`src/rtl/vldl_pkg.sv`:
```
package vldl_pkg;

    localparam int INSTR_W  = 32;
    localparam int GIDX_W   = 5;
    localparam int VIDX_W   = 7;

    localparam logic [5:0] OPC_NARROW = 6'd31;
    localparam logic [9:0] XO_NARROW  = 10'd775;
    localparam logic [5:0] OPC_WIDE   = 6'd4;
    localparam logic [6:0] XO_WIDE    = 7'h60;
    localparam logic [1:0] WIDE_TAIL  = 2'b11;

    typedef enum logic [2:0] {
        ST_IDLE,
        ST_ISSUE,
        ST_WAIT,
        ST_WRITE,
        ST_TRAP
    } ldl_state_e;

    typedef struct packed {
        logic              legal;
        logic [VIDX_W-1:0] vd;
        logic [GIDX_W-1:0] ra;
        logic [GIDX_W-1:0] rb;
    } ldl_dec_t;

endpackage

```
`src/rtl/vldl_decode.sv`:
```
module vldl_decode
    import vldl_pkg::*;
(
    input  logic [INSTR_W-1:0] instr,
    output ldl_dec_t           dec
);

    logic [5:0] opc;
    logic       narrow_hit;
    logic       wide_hit;

    assign opc = instr[31:26];

    // narrow layout: 10-bit extended code, record bit must be clear
    assign narrow_hit = (opc == OPC_NARROW) && (instr[10:1] == XO_NARROW) && !instr[0];
    // wide layout: 7-bit extended code, reserved tail bits fixed
    assign wide_hit   = (opc == OPC_WIDE) && (instr[10:4] == XO_WIDE) && (instr[1:0] == WIDE_TAIL);

    always_comb begin
        dec.legal = narrow_hit || wide_hit;
        dec.ra    = instr[20:16];
        dec.rb    = instr[15:11];
        if (wide_hit) begin
            dec.vd = {instr[3:2], instr[25:21]};
        end else begin
            dec.vd = {2'b00, instr[25:21]};
        end
    end

endmodule

```
`src/rtl/vldl_agen.sv`:
```
module vldl_agen #(
    parameter int XLEN = 64
) (
    input  logic            ra_is_zero,
    input  logic [XLEN-1:0] ra_val,
    input  logic [XLEN-1:0] rb_val,
    output logic [XLEN-1:0] ea
);

    logic [XLEN-1:0] base_op;

    assign base_op = ra_is_zero ? '0 : ra_val;
    assign ea      = base_op + rb_val;   // wraps modulo 2^XLEN

endmodule

```
`src/rtl/vldl_align.sv`:
```
module vldl_align #(
    parameter  int VBYTES = 16,
    localparam int OFF_W  = $clog2(VBYTES),
    localparam int VEC_W  = VBYTES * 8
) (
    input  logic [VEC_W-1:0] blk,
    input  logic [OFF_W-1:0] off,
    output logic [VEC_W-1:0] res
);

    logic [7:0] blk_b [VBYTES];

    for (genvar k = 0; k < VBYTES; k++) begin : g_split
        assign blk_b[k] = blk[VEC_W-1-8*k -: 8];
    end

    // lane i takes block byte off+i; a carry into bit OFF_W means past the block
    for (genvar i = 0; i < VBYTES; i++) begin : g_lane
        logic [OFF_W:0] src;
        assign src = {1'b0, off} + (OFF_W+1)'(i);
        assign res[VEC_W-1-8*i -: 8] = src[OFF_W] ? 8'h00 : blk_b[src[OFF_W-1:0]];
    end

endmodule

```
`src/rtl/vldl_unit.sv`:
```
module vldl_unit
    import vldl_pkg::*;
#(
    parameter  int XLEN   = 64,
    parameter  int VBYTES = 16,
    localparam int VEC_W  = VBYTES * 8,
    localparam int OFF_W  = $clog2(VBYTES)
) (
    input  logic               clk,
    input  logic               rst_n,
    input  logic               in_valid,
    output logic               in_ready,
    input  logic [INSTR_W-1:0] in_instr,
    output logic [GIDX_W-1:0]  ra_idx,
    output logic [GIDX_W-1:0]  rb_idx,
    input  logic [XLEN-1:0]    ra_data,
    input  logic [XLEN-1:0]    rb_data,
    output logic               mem_req,
    output logic [XLEN-1:0]    mem_addr,
    input  logic               mem_rvalid,
    input  logic [VEC_W-1:0]   mem_rdata,
    output logic               vr_we,
    output logic [VIDX_W-1:0]  vr_waddr,
    output logic [VEC_W-1:0]   vr_wdata,
    output logic               ill_instr
);

    ldl_state_e         state_q, state_d;
    ldl_dec_t           dec;
    logic [XLEN-1:0]    ea_next;
    logic [XLEN-1:0]    ea_q;
    logic [VIDX_W-1:0]  vd_q;
    logic [VEC_W-1:0]   aligned;
    logic [VEC_W-1:0]   data_q;
    logic               accept;

    vldl_decode u_decode (
        .instr (in_instr),
        .dec   (dec)
    );

    vldl_agen #(.XLEN(XLEN)) u_agen (
        .ra_is_zero (dec.ra == '0),
        .ra_val     (ra_data),
        .rb_val     (rb_data),
        .ea         (ea_next)
    );

    vldl_align #(.VBYTES(VBYTES)) u_align (
        .blk (mem_rdata),
        .off (ea_q[OFF_W-1:0]),
        .res (aligned)
    );

    assign ra_idx = dec.ra;
    assign rb_idx = dec.rb;
    assign accept = in_valid && in_ready;

    // next-state logic
    always_comb begin
        state_d = state_q;
        unique case (state_q)
            ST_IDLE:  if (accept) state_d = dec.legal ? ST_ISSUE : ST_TRAP;
            ST_ISSUE: state_d = ST_WAIT;
            ST_WAIT:  if (mem_rvalid) state_d = ST_WRITE;
            ST_WRITE: state_d = ST_IDLE;
            ST_TRAP:  state_d = ST_IDLE;
            default:  state_d = ST_IDLE;
        endcase
    end

    // state register
    always_ff @(posedge clk) begin
        if (!rst_n) begin
            state_q <= ST_IDLE;
        end else begin
            state_q <= state_d;
        end
    end

    // operand and result capture
    always_ff @(posedge clk) begin
        if (!rst_n) begin
            ea_q   <= '0;
            vd_q   <= '0;
            data_q <= '0;
        end else begin
            if (accept && dec.legal) begin
                ea_q <= ea_next;
                vd_q <= dec.vd;
            end
            if (state_q == ST_WAIT && mem_rvalid) begin
                data_q <= aligned;
            end
        end
    end

    // outputs
    always_comb begin
        in_ready  = 1'b0;
        mem_req   = 1'b0;
        vr_we     = 1'b0;
        ill_instr = 1'b0;
        unique case (state_q)
            ST_IDLE:  in_ready  = 1'b1;
            ST_ISSUE: mem_req   = 1'b1;
            ST_WAIT:  ;
            ST_WRITE: vr_we     = 1'b1;
            ST_TRAP:  ill_instr = 1'b1;
            default:  ;
        endcase
        mem_addr = {ea_q[XLEN-1:OFF_W], {OFF_W{1'b0}}};
        vr_waddr = vd_q;
        vr_wdata = data_q;
    end

    p_req_aligned_r5: assert property (@(posedge clk) disable iff (!rst_n)
        mem_req |-> (mem_addr[OFF_W-1:0] == '0));

    p_req_after_accept_r5: assert property (@(posedge clk) disable iff (!rst_n)
        mem_req |-> $past(in_valid && in_ready));

    p_req_pulse_r5: assert property (@(posedge clk) disable iff (!rst_n)
        mem_req |=> !mem_req);

    p_we_after_resp_r7: assert property (@(posedge clk) disable iff (!rst_n)
        vr_we |-> $past(mem_rvalid));

    p_we_pulse_r7: assert property (@(posedge clk) disable iff (!rst_n)
        vr_we |=> !vr_we);

    p_ill_quiet_r8: assert property (@(posedge clk) disable iff (!rst_n)
        ill_instr |-> (!mem_req && !vr_we));

    p_ill_after_accept_r8: assert property (@(posedge clk) disable iff (!rst_n)
        ill_instr |-> $past(in_valid && in_ready));

    p_busy_r9: assert property (@(posedge clk) disable iff (!rst_n)
        (mem_req || vr_we || ill_instr) |-> !in_ready);

    p_one_hot_out_r9: assert property (@(posedge clk) disable iff (!rst_n)
        $onehot0({mem_req, vr_we, ill_instr}));

endmodule

```
`config.mk`:
```
export PLATFORM = sky130hd
export DESIGN_NAME = vldl_unit
export DESIGN_NICKNAME = d
export VERILOG_FILES = /design/src/rtl/vldl_pkg.sv /design/src/rtl/vldl_decode.sv /design/src/rtl/vldl_agen.sv /design/src/rtl/vldl_align.sv /design/src/rtl/vldl_unit.sv
export SDC_FILE = /design/constraint.sdc
export NUM_CORES = 1
export LEC_CHECK = 0
export BUFFER_PORTS_ARGS = -buffer_cell sky130_fd_sc_hd__buf_4
export CELL_PAD_IN_SITES_DETAIL_PLACEMENT = 2
export CELL_PAD_IN_SITES_GLOBAL_PLACEMENT = 2
export CORE_AREA = 2 2 235 237
export CTS_CLUSTER_SIZE = 20
export DETAILED_ROUTE_END_ITERATION = 10
export DIE_AREA = 0 0 237 239
export GPL_ROUTABILITY_DRIVEN = 0
export PLACE_DENSITY = 0.92
export SYNTH_ARGS = -nofsm -noshare
export SYNTH_HDL_FRONTEND = slang
export SYNTH_SLANG_ARGS = --single-unit
```
`constraint.sdc`:
```
create_clock -name clk -period 10.3 [get_ports clk]
set_input_delay 1.545 -clock clk [delete_from_list [all_inputs] [get_ports clk]]
set_output_delay 1.545 -clock clk [all_outputs]
set_load 0.03 [all_outputs]
```
==> metrics.md <==
| Metric | Value |
|---|---|
| Status | `complete, no violations` |
| R2R depth | `5` |
| Switching share of power | `31.60%` |
| Largest net degree at the start of global routing | `98` |
| Minimum clock period | `6.366 ns` |
| Worst IR Drop VDD | `119.7 uV` |
| Post-DRT Antenna Nets | `0` |
| Max-slew violations | `0` |
| Syn Std Cell Area | `17630 um^2` |
| Yosys top cell area share | `22.93%` |
| Hold-fix buffers at CTS | `0` |
| WL/cell | `30.52 um` |
| Hold depth | `2` |
| DIE HEIGHT | `239 um` |
| Worst Hold End | `ea_q[12]` |
| Post-synth EDFFs | `0` |
| # IOs | `505` |
| DRT Wirelength | `96.61 mm` |
| Max cap viols | `0` |
| CORE AREA | `54340 um^2` |
| Critical path fanouts, max | `34` |
| Clk buf depth | `3` |
| Die Area | `56640 um^2` |
| Clock power share | `44.4%` |
| DR DRC count | `0` |
| Yosys reg bits | `202` |
| Post-synth top flop | `dfxtp_1` |
| Post-detail-place hpwl | `73.49 mm` |
| Pwr/cell area | `111.4 nW/um^2` |
| Async set or reset register ratio after synthesis | `0%` |
| Fmax | `157.1 MHz` |
| R2r endpoint | `vr_wdata[94]` |
| Worst-path clk slew | `0.06 ns` |
| RSZ-0062 raised after global routing | `false` |
| P_int | `1.698 mW` |
| Setup_tns | `0 ns` |
| Worst path most repeated cell | `o21ai_0` |
| Worst hold slack | `0.4600 ns` |
| Power, Total | `2.483 mW` |
| Layout area overhead | `26.40%` |
| TritonCTS clock tree | `done` |
| GR Overflow Total | `0` |
| Top layer in use | `met5` |
| # H-tree levels | `1` |
| Top-count cell post-synth | `nand2_1` |
| Share of the clock period used by the worst path | `61.80%` |
| Global-route wire length before repair | `141.2 mm` |
| Vias post-DR | `19984` |
| Mean Syn Cell Area | `8.247 um^2` |
| M1 wire length | `34.07 mm` |
| Crit path buf inv count | `2` |
| Final hold vios | `0` |
| Slew headroom | `23.82%` |
| Synth area leader | `dfxtp_1` |
| Crit path launch type | `primary input` |
| Starting Density | `32.45%` |
| Vias in the first global route | `21802` |
| Layout cells sized above 1 | `30.03%` |
| Filler cells | `5986` |
| Yosys cell types | `71` |
| Drt via density | `6.312` |
| All-Layer GR Usage | `32.73%` |
| CTS Sinks | `202` |
| CP cell instances | `buf_4 -> or4_1 -> nor2_4 -> buf_4 -> nor2b_1 -> ha_1 -> fa_1 -> a211oi_1 -> o21ai_0 -> a41o_1 -> o21ai_0 -> a21oi_1 -> a31oi_1 -> o21ai_0 -> xnor2_1 -> o21ai_0` |
| 1st-iter DRT viols | `1932` |
| Slowest Stage Delay on Critical Path | `0.58 ns` |
| Metal3 WL | `8.004 mm` |
| Root Buffer | `clkbuf_16` |
| PortBufs | `490` |
| Reg-to-reg slack, setup | `6.62 ns` |
| Initial antenna violation count | `2` |
| Die X | `237 um` |
| Yosys warnings | `0` |
| Crit path max-delay cell type | `or4_1` |
| Post-CTS Setup Inserts | `0` |
| Post-synth top cells | `418 x nand2_1, 202 x dfxtp_1, 178 x a21oi_1` |
| Post-synthesis sequential area ratio | `22.93%` |
| FF/Latch Area | `4053 um^2` |
| Later-pin clock latency in the skew report | `0.58 ns` |
| Crit Path Category | `in2reg` |
| Worst-Margin Slew | `1.143 ns` |
| Worst hold path class | `reg2reg` |
| Flop pwr share | `31.5%` |
| NetSw | `0.7846 mW` |
| Logic pwr share | `24.1%` |
| Site Rows | `86` |
| Setup crit end kind | `flip-flop` |
| CTS resizes | `0` |
| Final setup viols | `0` |
| Synth area leaders | `dfxtp_1 23%, mux4_2 18%, nand2_1 8.9%` |
| Metal2 WL | `47.74 mm` |
| CTS buffer count | `27` |
| Multi-input combinational cell area | `12430 um^2` |
| Crit-path leading delay family | `compound AO/OA/AOI/OAI gates` |
| Cells after Synth | `2138` |
| Hold Crit Start | `ea_q[12]` |
| Worst Path Required | `10.72 ns` |
| DRT Pass-1 Iters | `5` |
| Reg-to-reg startpoint | `ea_q[3]` |
| Crit path DAT | `6.79 ns` |
| Worst Skew | `0.02950 ns` |
| Nets | `2807` |
| P_leak | `8.999 nW` |
cell families (layout without fill, tap and decap cells):
family | Yosys count | count (layout) | share of synthesized area (%)
AOI/OAI and AO/OA | 538 | 538 | 19.32
xor gates and xnor gates | 60 | 60 | 2.980
adders and majority gates | 75 | 75 | 5.365
buffers and inverters | 262 | 582 | 7.267
DFF | 202 | 202 | 22.94
muxes | 221 | 221 | 22.82
other | 1 | 5 | 0.02127
and+or+nand+nor | 779 | 779 | 19.29
area by class of cell:
cell class | count | share of cell area, %
inverter | 22 | 0.3930
multi-input combinational | 1677 | 55.78
tap | 704 | 3.952
sequential | 202 | 18.18
clock inverter | 18 | 1.252
clock buffer | 32 | 3.251
antenna | 1 | 0.01123
timing repair buffer | 510 | 17.18
layer usage:
layer | up-vias | global-route usage (%)
met1 | 10028 | 35.87
met3 | 377 | 7.148
met2 | 1249 | 57.99
met4 | 2 | 19.79
li1 | 8328 | -
met5 | - | 0
power groups by stage:
stage	logic, mW	clock network, mW	registers, mW
floorplan	0.322	0	0.799
global placement	0.530	0	0.799
detailed placement	0.571	0	0.799
CTS	0.581	1.11	0.781
global route	0.629	1.14	0.781
finish	0.599	1.10	0.781
placed cells by master, fill, tap and decap left out, drive strengths merged, types with 38 or more instances in the layout:
| master | count |
|---|---|
| mux4 | 144 |
| a22oi | 75 |
| dfxtp | 202 |
| ha | 74 |
| o211ai | 47 |
| o21ai | 96 |
| a21oi | 178 |
| nor2b | 68 |
| nor2 | 161 |
| nand2 | 418 |
| xnor2 | 38 |
| buf | 510 |
| mux2i | 69 |
how the worst max path moves through the flow:
stage	start	to	slack [ns]	cells after the start
finish	in_instr[16]	ea_q[42]	3.93	16
global route	in_instr[16]	ea_q[62]	3.71	16
CTS	in_instr[16]	ea_q[42]	4.04	16
detailed placement	in_instr[16]	ea_q[42]	3.45	16
global placement	in_instr[16]	ea_q[62]	3.83	16
floorplan	in_instr[16]	ea_q[62]	5.10	15
sequential cells by signal (all words and copies together) (netlist names):
signal    count
vr_waddr      7
state_q       3
ea_q         64
vr_wdata    128
metrics by stage:
stage / setup WS, ns / cell area (um^2) / util [%] / std cells
floorplan: 5.096 / 17640 / - / 2141
global placement: 3.828 / 21260 / 39.12 / 3115
detailed placement: 3.454 / 21260 / 39.12 / 3115
CTS: 4.037 / 22260 / 40.97 / 3165
global route: 3.707 / 22290 / 41.01 / 3166
finish: 3.934 / 22290 / 41.01 / 3166
tightest hold or removal path, stage by stage (launching register included):
cell	delay, ns
dfxtp_1	0.31
nand2_1	0.05
a21oi_1	0.05
(Power assumes the default switching activity.)
